[src/rtl/cdt_pkg.sv]
package cdt_pkg;

  typedef enum logic [1:0] {
    SRC_FAST = 2'd0,
    SRC_64   = 2'd1,
    SRC_SEC  = 2'd2,
    SRC_MIN  = 2'd3
  } src_sel_e;

  localparam int unsigned NUM_SRC = 4;

  function automatic int unsigned max3(input int unsigned a, input int unsigned b,
                                       input int unsigned c);
    int unsigned m;
    m = a;
    if (b > m) m = b;
    if (c > m) m = c;
    return m;
  endfunction

endpackage

[src/rtl/cdt_rst_sync.sv]
module cdt_rst_sync (
  input  logic clk,
  input  logic rst_n,
  output logic rst_sync_n
);

  logic [1:0] stage_q;

  always_ff @(posedge clk or negedge rst_n) begin
    if (!rst_n) stage_q <= 2'b00;
    else        stage_q <= {stage_q[0], 1'b1};
  end

  assign rst_sync_n = stage_q[1];

endmodule

[src/rtl/cdt_prescaler.sv]
module cdt_prescaler
  import cdt_pkg::*;
#(
  parameter int unsigned CLK_PER_FAST = 8,
  parameter int unsigned FAST_PER_64  = 64,
  parameter int unsigned SLOW_PER_SEC = 64,
  parameter int unsigned SEC_PER_MIN  = 60
) (
  input  logic               clk,
  input  logic               rst_n,
  input  logic               phase_rst,
  output logic [NUM_SRC-1:0] tick
);

  localparam int unsigned FW   = $clog2(CLK_PER_FAST + 1);
  localparam int unsigned MAXR = max3(FAST_PER_64, SLOW_PER_SEC, SEC_PER_MIN);
  localparam int unsigned SW   = $clog2(MAXR + 1);
  localparam int unsigned RAT [3] = '{FAST_PER_64, SLOW_PER_SEC, SEC_PER_MIN};

  logic [NUM_SRC-1:0] tick_w;
  logic [FW-1:0]      fast_q, fast_d;
  logic               fast_wrap;

  // base clock -> fast tick
  assign fast_wrap = (fast_q == FW'(CLK_PER_FAST - 1));
  assign tick_w[0] = fast_wrap;

  always_comb begin
    if (fast_wrap) fast_d = '0;
    else           fast_d = fast_q + 1'b1;
  end

  always_ff @(posedge clk or negedge rst_n) begin
    if (!rst_n) fast_q <= '0;
    else        fast_q <= fast_d;
  end

  // cascaded dividers: 64 Hz (free running), seconds and minutes (realigned at start)
  for (genvar i = 0; i < 3; i++) begin : g_stage
    logic [SW-1:0] div_q, div_d;
    logic          wrap;

    assign wrap        = (div_q == SW'(RAT[i] - 1));
    assign tick_w[i+1] = tick_w[i] & wrap;

    if (i == 0) begin : g_free
      always_comb begin
        div_d = div_q;
        if (tick_w[i]) div_d = wrap ? '0 : div_q + 1'b1;
      end
    end else begin : g_align
      always_comb begin
        div_d = div_q;
        if (phase_rst)      div_d = SW'(RAT[i] - 1);
        else if (tick_w[i]) div_d = wrap ? '0 : div_q + 1'b1;
      end
    end

    always_ff @(posedge clk or negedge rst_n) begin
      if (!rst_n) div_q <= '0;
      else        div_q <= div_d;
    end
  end

  assign tick = tick_w;

  if (CLK_PER_FAST > 1) begin : g_fast_chk
    assert_fast_gap_R1: assert property (@(posedge clk) disable iff (!rst_n)
      tick_w[0] |=> !tick_w[0]);
  end

  // after a start the next 64 Hz tick also produces a seconds and a minutes tick
  assert_sec_align_R4: assert property (@(posedge clk) disable iff (!rst_n)
    phase_rst |=> (tick_w[2] == tick_w[1]));
  assert_min_align_R4: assert property (@(posedge clk) disable iff (!rst_n)
    phase_rst |=> (tick_w[3] == tick_w[1]));

endmodule

[src/rtl/cdt_count.sv]
module cdt_count
  import cdt_pkg::*;
#(
  parameter int unsigned CW = 8
) (
  input  logic               clk,
  input  logic               rst_n,
  input  logic               enable,
  input  logic [CW-1:0]      start_val,
  input  logic [1:0]         sel,
  input  logic [NUM_SRC-1:0] tick,
  output logic [CW-1:0]      count,
  output logic               expire,
  output logic               start
);

  logic          run, run_q, run_d;
  logic          arm_q, arm_d;
  logic [CW-1:0] cnt_q, cnt_d;
  logic          src_tick;

  assign run   = enable & (start_val != '0);
  assign start = run & ~run_q;

  always_comb begin
    case (src_sel_e'(sel))
      SRC_FAST: src_tick = tick[0];
      SRC_64:   src_tick = tick[1];
      SRC_SEC:  src_tick = tick[2];
      SRC_MIN:  src_tick = tick[3];
      default:  src_tick = 1'b0;
    endcase
  end

  always_comb begin
    run_d  = run;
    arm_d  = arm_q;
    cnt_d  = cnt_q;
    expire = 1'b0;
    if (!run) begin
      cnt_d = '0;
      arm_d = 1'b0;
    end else if (start) begin
      cnt_d = start_val;
      arm_d = 1'b1;
    end else if (src_tick) begin
      if (arm_q) begin
        arm_d = 1'b0;
      end else if (cnt_q <= CW'(1)) begin
        cnt_d  = start_val;
        expire = 1'b1;
      end else begin
        cnt_d = cnt_q - 1'b1;
      end
    end
  end

  always_ff @(posedge clk or negedge rst_n) begin
    if (!rst_n) begin
      run_q <= 1'b0;
      arm_q <= 1'b0;
      cnt_q <= '0;
    end else begin
      run_q <= run_d;
      arm_q <= arm_d;
      cnt_q <= cnt_d;
    end
  end

  assign count = cnt_q;

  assert_reload_R5: assert property (@(posedge clk) disable iff (!rst_n)
    expire |=> (count == $past(start_val)));
  assert_load_R6: assert property (@(posedge clk) disable iff (!rst_n)
    start |=> (count == $past(start_val)));
  assert_idle_R3: assert property (@(posedge clk) disable iff (!rst_n)
    !run |=> (count == '0));
  assert_live_nonzero_R6: assert property (@(posedge clk) disable iff (!rst_n)
    (run_q && run) |-> (count != '0));

endmodule

[src/rtl/cdt_irq.sv]
module cdt_irq #(
  parameter int unsigned PULSE_CYC = 512
) (
  input  logic clk,
  input  logic rst_n,
  input  logic expire,
  input  logic flag_wr,
  input  logic flag_wr_val,
  input  logic irq_en,
  input  logic irq_level,
  output logic flag,
  output logic irq_n
);

  localparam int unsigned PW = $clog2(PULSE_CYC + 1);

  logic          flag_q, flag_d;
  logic [PW-1:0] pulse_q, pulse_d;
  logic          pulse_on;

  always_comb begin
    flag_d = flag_q;
    if (expire)       flag_d = 1'b1;
    else if (flag_wr) flag_d = flag_q & flag_wr_val;
  end

  always_comb begin
    pulse_d = pulse_q;
    if (expire)              pulse_d = PW'(PULSE_CYC);
    else if (pulse_q != '0)  pulse_d = pulse_q - 1'b1;
  end

  always_ff @(posedge clk or negedge rst_n) begin
    if (!rst_n) begin
      flag_q  <= 1'b0;
      pulse_q <= '0;
    end else begin
      flag_q  <= flag_d;
      pulse_q <= pulse_d;
    end
  end

  assign pulse_on = (pulse_q != '0);
  assign flag     = flag_q;
  assign irq_n    = ~(irq_en & (irq_level ? flag_q : pulse_on));

  assert_set_wins_R10: assert property (@(posedge clk) disable iff (!rst_n)
    expire |=> flag);
  assert_sticky_R2: assert property (@(posedge clk) disable iff (!rst_n)
    (flag && !(flag_wr && !flag_wr_val)) |=> flag);
  assert_clear_R2: assert property (@(posedge clk) disable iff (!rst_n)
    (!expire && flag_wr && !flag_wr_val) |=> !flag);
  assert_pulse_start_R7: assert property (@(posedge clk) disable iff (!rst_n)
    expire |=> pulse_on);

endmodule

[src/rtl/cdt_timer_top.sv]
module cdt_timer_top
  import cdt_pkg::*;
#(
  parameter int unsigned CW           = 8,
  parameter int unsigned CLK_PER_FAST = 8,
  parameter int unsigned FAST_PER_64  = 64,
  parameter int unsigned SLOW_PER_SEC = 64,
  parameter int unsigned SEC_PER_MIN  = 60
) (
  input  logic          clk,
  input  logic          rst_n,
  input  logic          tmr_en,
  input  logic [1:0]    tmr_sel,
  input  logic [CW-1:0] tmr_start,
  input  logic          irq_en,
  input  logic          irq_level,
  input  logic          flag_wr,
  input  logic          flag_wr_val,
  output logic [CW-1:0] tmr_count,
  output logic          tmr_flag,
  output logic          irq_n
);

  localparam int unsigned PULSE_CYC = CLK_PER_FAST * FAST_PER_64;

  logic               rst_sync_n;
  logic [NUM_SRC-1:0] tick;
  logic               expire;
  logic               start;

  cdt_rst_sync u_rst (
    .clk        (clk),
    .rst_n      (rst_n),
    .rst_sync_n (rst_sync_n)
  );

  cdt_prescaler #(
    .CLK_PER_FAST (CLK_PER_FAST),
    .FAST_PER_64  (FAST_PER_64),
    .SLOW_PER_SEC (SLOW_PER_SEC),
    .SEC_PER_MIN  (SEC_PER_MIN)
  ) u_pre (
    .clk       (clk),
    .rst_n     (rst_sync_n),
    .phase_rst (start),
    .tick      (tick)
  );

  cdt_count #(
    .CW (CW)
  ) u_cnt (
    .clk       (clk),
    .rst_n     (rst_sync_n),
    .enable    (tmr_en),
    .start_val (tmr_start),
    .sel       (tmr_sel),
    .tick      (tick),
    .count     (tmr_count),
    .expire    (expire),
    .start     (start)
  );

  cdt_irq #(
    .PULSE_CYC (PULSE_CYC)
  ) u_irq (
    .clk         (clk),
    .rst_n       (rst_sync_n),
    .expire      (expire),
    .flag_wr     (flag_wr),
    .flag_wr_val (flag_wr_val),
    .irq_en      (irq_en),
    .irq_level   (irq_level),
    .flag        (tmr_flag),
    .irq_n       (irq_n)
  );

endmodule

[config.mk]
export PLATFORM = sky130hd
export DESIGN_NAME = cdt_timer_top
export DESIGN_NICKNAME = d
export VERILOG_FILES = /design/src/rtl/cdt_pkg.sv /design/src/rtl/cdt_rst_sync.sv /design/src/rtl/cdt_prescaler.sv /design/src/rtl/cdt_count.sv /design/src/rtl/cdt_irq.sv /design/src/rtl/cdt_timer_top.sv
export SDC_FILE = /design/constraint.sdc
export NUM_CORES = 1
export LEC_CHECK = 0
export ABC_CLOCK_PERIOD_IN_PS = 4500
export BUFFER_PORTS_ARGS = -buffer_cell sky130_fd_sc_hd__buf_2
export CAP_MARGIN = 20
export CORE_UTILIZATION = 42
export CTS_BUF_LIST = sky130_fd_sc_hd__clkbuf_16
export DETAILED_ROUTE_END_ITERATION = 8
export GPL_TIMING_DRIVEN = 0
export PLACE_DENSITY = 0.63
export SETUP_SLACK_MARGIN = 0.4
export SYNTH_ARGS = -nofsm -noshare
export SYNTH_HDL_FRONTEND = slang
export SYNTH_HIERARCHICAL = 1
export SYNTH_SLANG_ARGS = --single-unit
[constraint.sdc]
create_clock -name clk -period 4.5 [get_ports clk]
set_input_delay 0.45 -clock clk [delete_from_list [all_inputs] [get_ports clk]]
set_output_delay 0.45 -clock clk [all_outputs]
set_load 0.05 [all_outputs]
==> impl.org <==
** Status
- The flow ran to the end, and the final reports show no timing, DRC or antenna violations.

** Floorplanning
- Floorplan die height :: 83.4 um
- After floorplanning, the core was sized to cover 6390 um^2.
- Pin placement for this block handled 27 I/O pins.
- Chip Width :: 83.4 um
- Once the floorplan was initialized, standard cells occupied 43.6% of the core.
- Area enclosed by the die boundary :: 6950 um^2
- Row generation in the floorplan step produced 29 rows.

** Clock network
- Number of resized instances in the post-cts repair step :: 0
- Clk Latency, worst-skew pair :: 280 ps
- In this run the number of H-tree levels came out at 2.
- Clock transition time at the flip-flop clock pins of the worst setup and hold paths :: 60 ps
- TritonCTS sink count :: 48
- CTS root buf :: sky130_fd_sc_hd__clkbuf_16
- In this run the deepest clock path goes through 2 buffers.
- Clock tree from TritonCTS :: built
- Clock buffer count from CTS :: 5

** Timing
- Transition at the pin with the smallest max-transition slack :: 662 ps
- Fin. max-slew vios :: 0
- Based on the critical path, the design can be clocked at up to 0.308 GHz.
- Unrepaired setup endpoints after global routing :: false
- After layout, the minimum clock period comes to 3240 ps.
- Setup violations remaining at the end of the flow were counted as 0.
- Setup TNS :: 0 ps
- Final setup skew :: 6.81 ps
- Period Utilization, post-route :: 72.1%
- Final-report hold violation count :: 0
- Relative slew slack :: 55.5%

** Synth
- EDFF count, synth :: 0
- Post-Synthesis Net Count :: 305
- Summing every instance area after synthesis gives 2780 um^2.
- For this run, the leading register cell type out of synthesis is sky130_fd_sc_hd__dfrtp_1.
- Count of warnings emitted by yosys :: 6
- By area the synthesized netlist is led by sky130_fd_sc_hd__dfrtp_1 43%, sky130_fd_sc_hd__nor2_1 3.8%, sky130_fd_sc_hd__ha_1 3.1%.
- Counting flops and latches in the post-synthesis netlist gives 48.
- Seq/Total Area, Yosys :: 43.2%
- The commonest cells after synthesis are 48 x sky130_fd_sc_hd__dfrtp_1, 28 x sky130_fd_sc_hd__nor2_1, 20 x sky130_fd_sc_hd__nand2_1.
- Yosys top cell by area :: sky130_fd_sc_hd__dfrtp_1
- Count of mapped cells out of synthesis :: 281
- Of the post-synthesis cell area, the dominant cell type holds 43.2%.
- Synthesized area per cell :: 9.90 um^2
- Post-synthesis cell type count :: 73
- In the synthesized netlist the async set-or-reset flop fraction comes to 100%.
- Yosys instantiated no cell more often than sky130_fd_sc_hd__dfrtp_1.

** GRT
- Met1 global-route usage :: 24.5%
- Remaining global-route overflow :: 0
- Global routing used 17.5% of the available tracks across all layers.
- Maximum number of pins on one net before global-route repair :: 33
- Global route hottest layer :: met2
- Global routing consumed, on the met3 layer, 2.68% of the routing resources.
- For this run, global-route usage on met2 was measured as 28.4%.
- The first global-routing pass estimated 10100 um of wire.
- Number of antenna violations at the first check in global routing :: 0
- Number of global-route vias before repair :: 2211

** Power
- Power per unit of standard cell area :: 482 nW/um^2
- Static leakage power :: 1.42 nW
- Highest ir drop seen on vdd :: 464 uV

** Placement
- Placer's final routability congestion estimate :: 0.822
- Buffers placed on the I/O ports in this run total 26.
- After legalization and detailed placement, the total HPWL measured 4110 um.

** Drt
- Routed via count :: 2230
- Antenna-violating nets left :: 0
- Number of remaining DRC errors :: 0
- Initial DRT Pass Iterations :: 4
- Detail-routed via count per cell :: 5.66
- Count of routing violations after the opening detailed-route iteration :: 150
- WL per Instance :: 14.2 um
- The routed design has 5580 um of wire.

** Critical path
- WP data arrival :: 3410 ps
- Launching element type of the critical path :: register
- Top fanout value on the critical path :: 10
- WS Path Type :: register to register
- Slowest Stage Delay on Critical Path :: 470 ps
- The largest individual stage delay along the critical path comes from the cell sky130_fd_sc_hd__nor4_1.
- STA classifies the critical path endpoint as a register.
- Required time worst endpoint :: 4670 ps
- Cell breakdown of the critical path :: ha_1, nand3b_2, nor4_2, buf_4, and2_1, mux4_2, nand2_1, nor4_1, clkbuf_1, nor2_1, mux2_2

** Finish
- Share of the core filled with cells in the final layout :: 50.5%
- Area growth syn-to-layout :: 16.1%
- # diodes :: 0
- Fraction of final layout cells with drive strength greater than 1 :: 19.2%
- At the end of the flow, the number of nets in the layout was 340.
- Fill count :: 600

** Hold path
- Path class of the lowest-slack min-delay path :: register to asynchronous set/reset pin

** Job
- Number of max-cap violations :: 0
==> logic make-up (layout without fill, tap and decap cells) <==
group	Yosys count	after routing	share of synthesized area, %
mux	5	5	2.34
simple gates	127	127	26.1
other cells	1	1	0.135
compound gates	62	62	18.1
xor+xnor	10	10	3.15
buf+inv	21	57	3.82
flops	48	48	43.2
fa+ha+maj	7	7	3.15
==> cell type report <==
class / instances / area (um^2) / area share (%)
repair buffers: 28 / 160 / 4.96
inverters: 14 / 65.1 / 2.02
plain buffers: 7 / 41.3 / 1.28
well taps: 77 / 96.3 / 2.98
clock inverters: 3 / 63.8 / 1.98
flip-flops and latches: 48 / 1200 / 37.2
clock buffers: 5 / 125 / 3.88
multi-input cells: 212 / 1470 / 45.7
==> worst paths after layout <==
check	start	to	slack, ps	depth (start not counted)
setup reg to reg	u_pre/fast_q[0]$_DFF_PN0_	u_irq/pulse_q[7]$_DFFE_PN0P_	1260	11
hold reg to reg	u_rst/stage_q[1]$_DFF_PN0_	u_pre/g_stage[2].div_q[2]$_DFFE_PN0P_	180	0
max in group asynchronous	u_rst/stage_q[1]$_DFF_PN0_	u_pre/g_stage[0].div_q[3]$_DFFE_PN0N_	3830	1
setup / recovery	u_pre/fast_q[0]$_DFF_PN0_	u_irq/pulse_q[7]$_DFFE_PN0P_	1260	11
min in group clk	u_rst/stage_q[0]$_DFF_PN0_	u_rst/stage_q[1]$_DFF_PN0_	350	0
hold / removal	u_rst/stage_q[1]$_DFF_PN0_	u_pre/g_stage[2].div_q[2]$_DFFE_PN0P_	180	0
==> per-stage QoR <==
stage	std cells	area (um^2)	total power, W	hold WS [ps]	setup WS (ps)
floorplan	281	2780	0.000960	154	1690
global placement	384	3010	0.00108	236	1260
detailed placement	385	3030	0.00109	189	1230
CTS	394	3230	0.00157	196	1210
global route	394	3230	0.00165	221	894
finish	394	3230	0.00156	179	1260
==> critical path, delay by kind of cell, from the launching register on <==
kind / cells / cell delay, ps
fa+ha+maj: 1 / 280
simple gates: 6 / 1270
mux: 2 / 550
flops: 1 / 380
buf+inv: 2 / 650
==> registers in the layout, summed over array words and instances (netlist names) <==
register	flops
u_irq/pulse_q	10
u_irq/flag	1
u_cnt/run_q	1
u_cnt/count	8
u_cnt/arm_q	1
u_pre/g_stage.div_q	21
u_pre/fast_q	4
u_rst/stage_q	2
==> per-layer routing <==
metal / vias up / part of all wire [%] / wire length [um]
met5: - / 0 / 0
met4: 0 / 0.90 / 50
met3: 6 / 2.9 / 162
met2: 38 / 46 / 2580
met1: 1058 / 50 / 2790
li1: 1128 / - / -
==> where the power goes <==
part	leakage [nW]	switching [W]	total (W)	internal [W]
sequential	0.562	0.0000865	0.000578	0.000492
clock	0.0952	0.000151	0.000468	0.000316
combinational	0.766	0.000329	0.000511	0.000181
==> layout by cell type (no fill, tap or decap), drive strengths merged, types with 3 or more instances in the layout <==
master | Yosys | layout
a211o | 4 | 4
a211oi | 3 | 3
a21o | 5 | 5
a21oi | 6 | 6
a221o | 4 | 4
a31oi | 3 | 3
a41oi | 4 | 4
and3 | 6 | 6
and3b | 4 | 4
buf | 3 | 30
clkbuf | 4 | 9
dfrtp | 48 | 48
ha | 7 | 7
inv | 13 | 14
nand2 | 20 | 20
nand3 | 13 | 13
nand3b | 3 | 3
nand4 | 7 | 7
nor2 | 28 | 28
nor2b | 7 | 7
nor3 | 11 | 11
nor4 | 5 | 5
o21ai | 8 | 8
o221ai | 3 | 3
or3 | 6 | 6
or4 | 3 | 3
xnor2 | 7 | 7
xor2 | 3 | 3
==> what timing repair did <==
action / in CTS / in global routing
hold buffers: 1 / 0
buffers inserted: 0 / 0
hold endpoints to repair: 2 / 0
(Power assumes the default switching activity.)
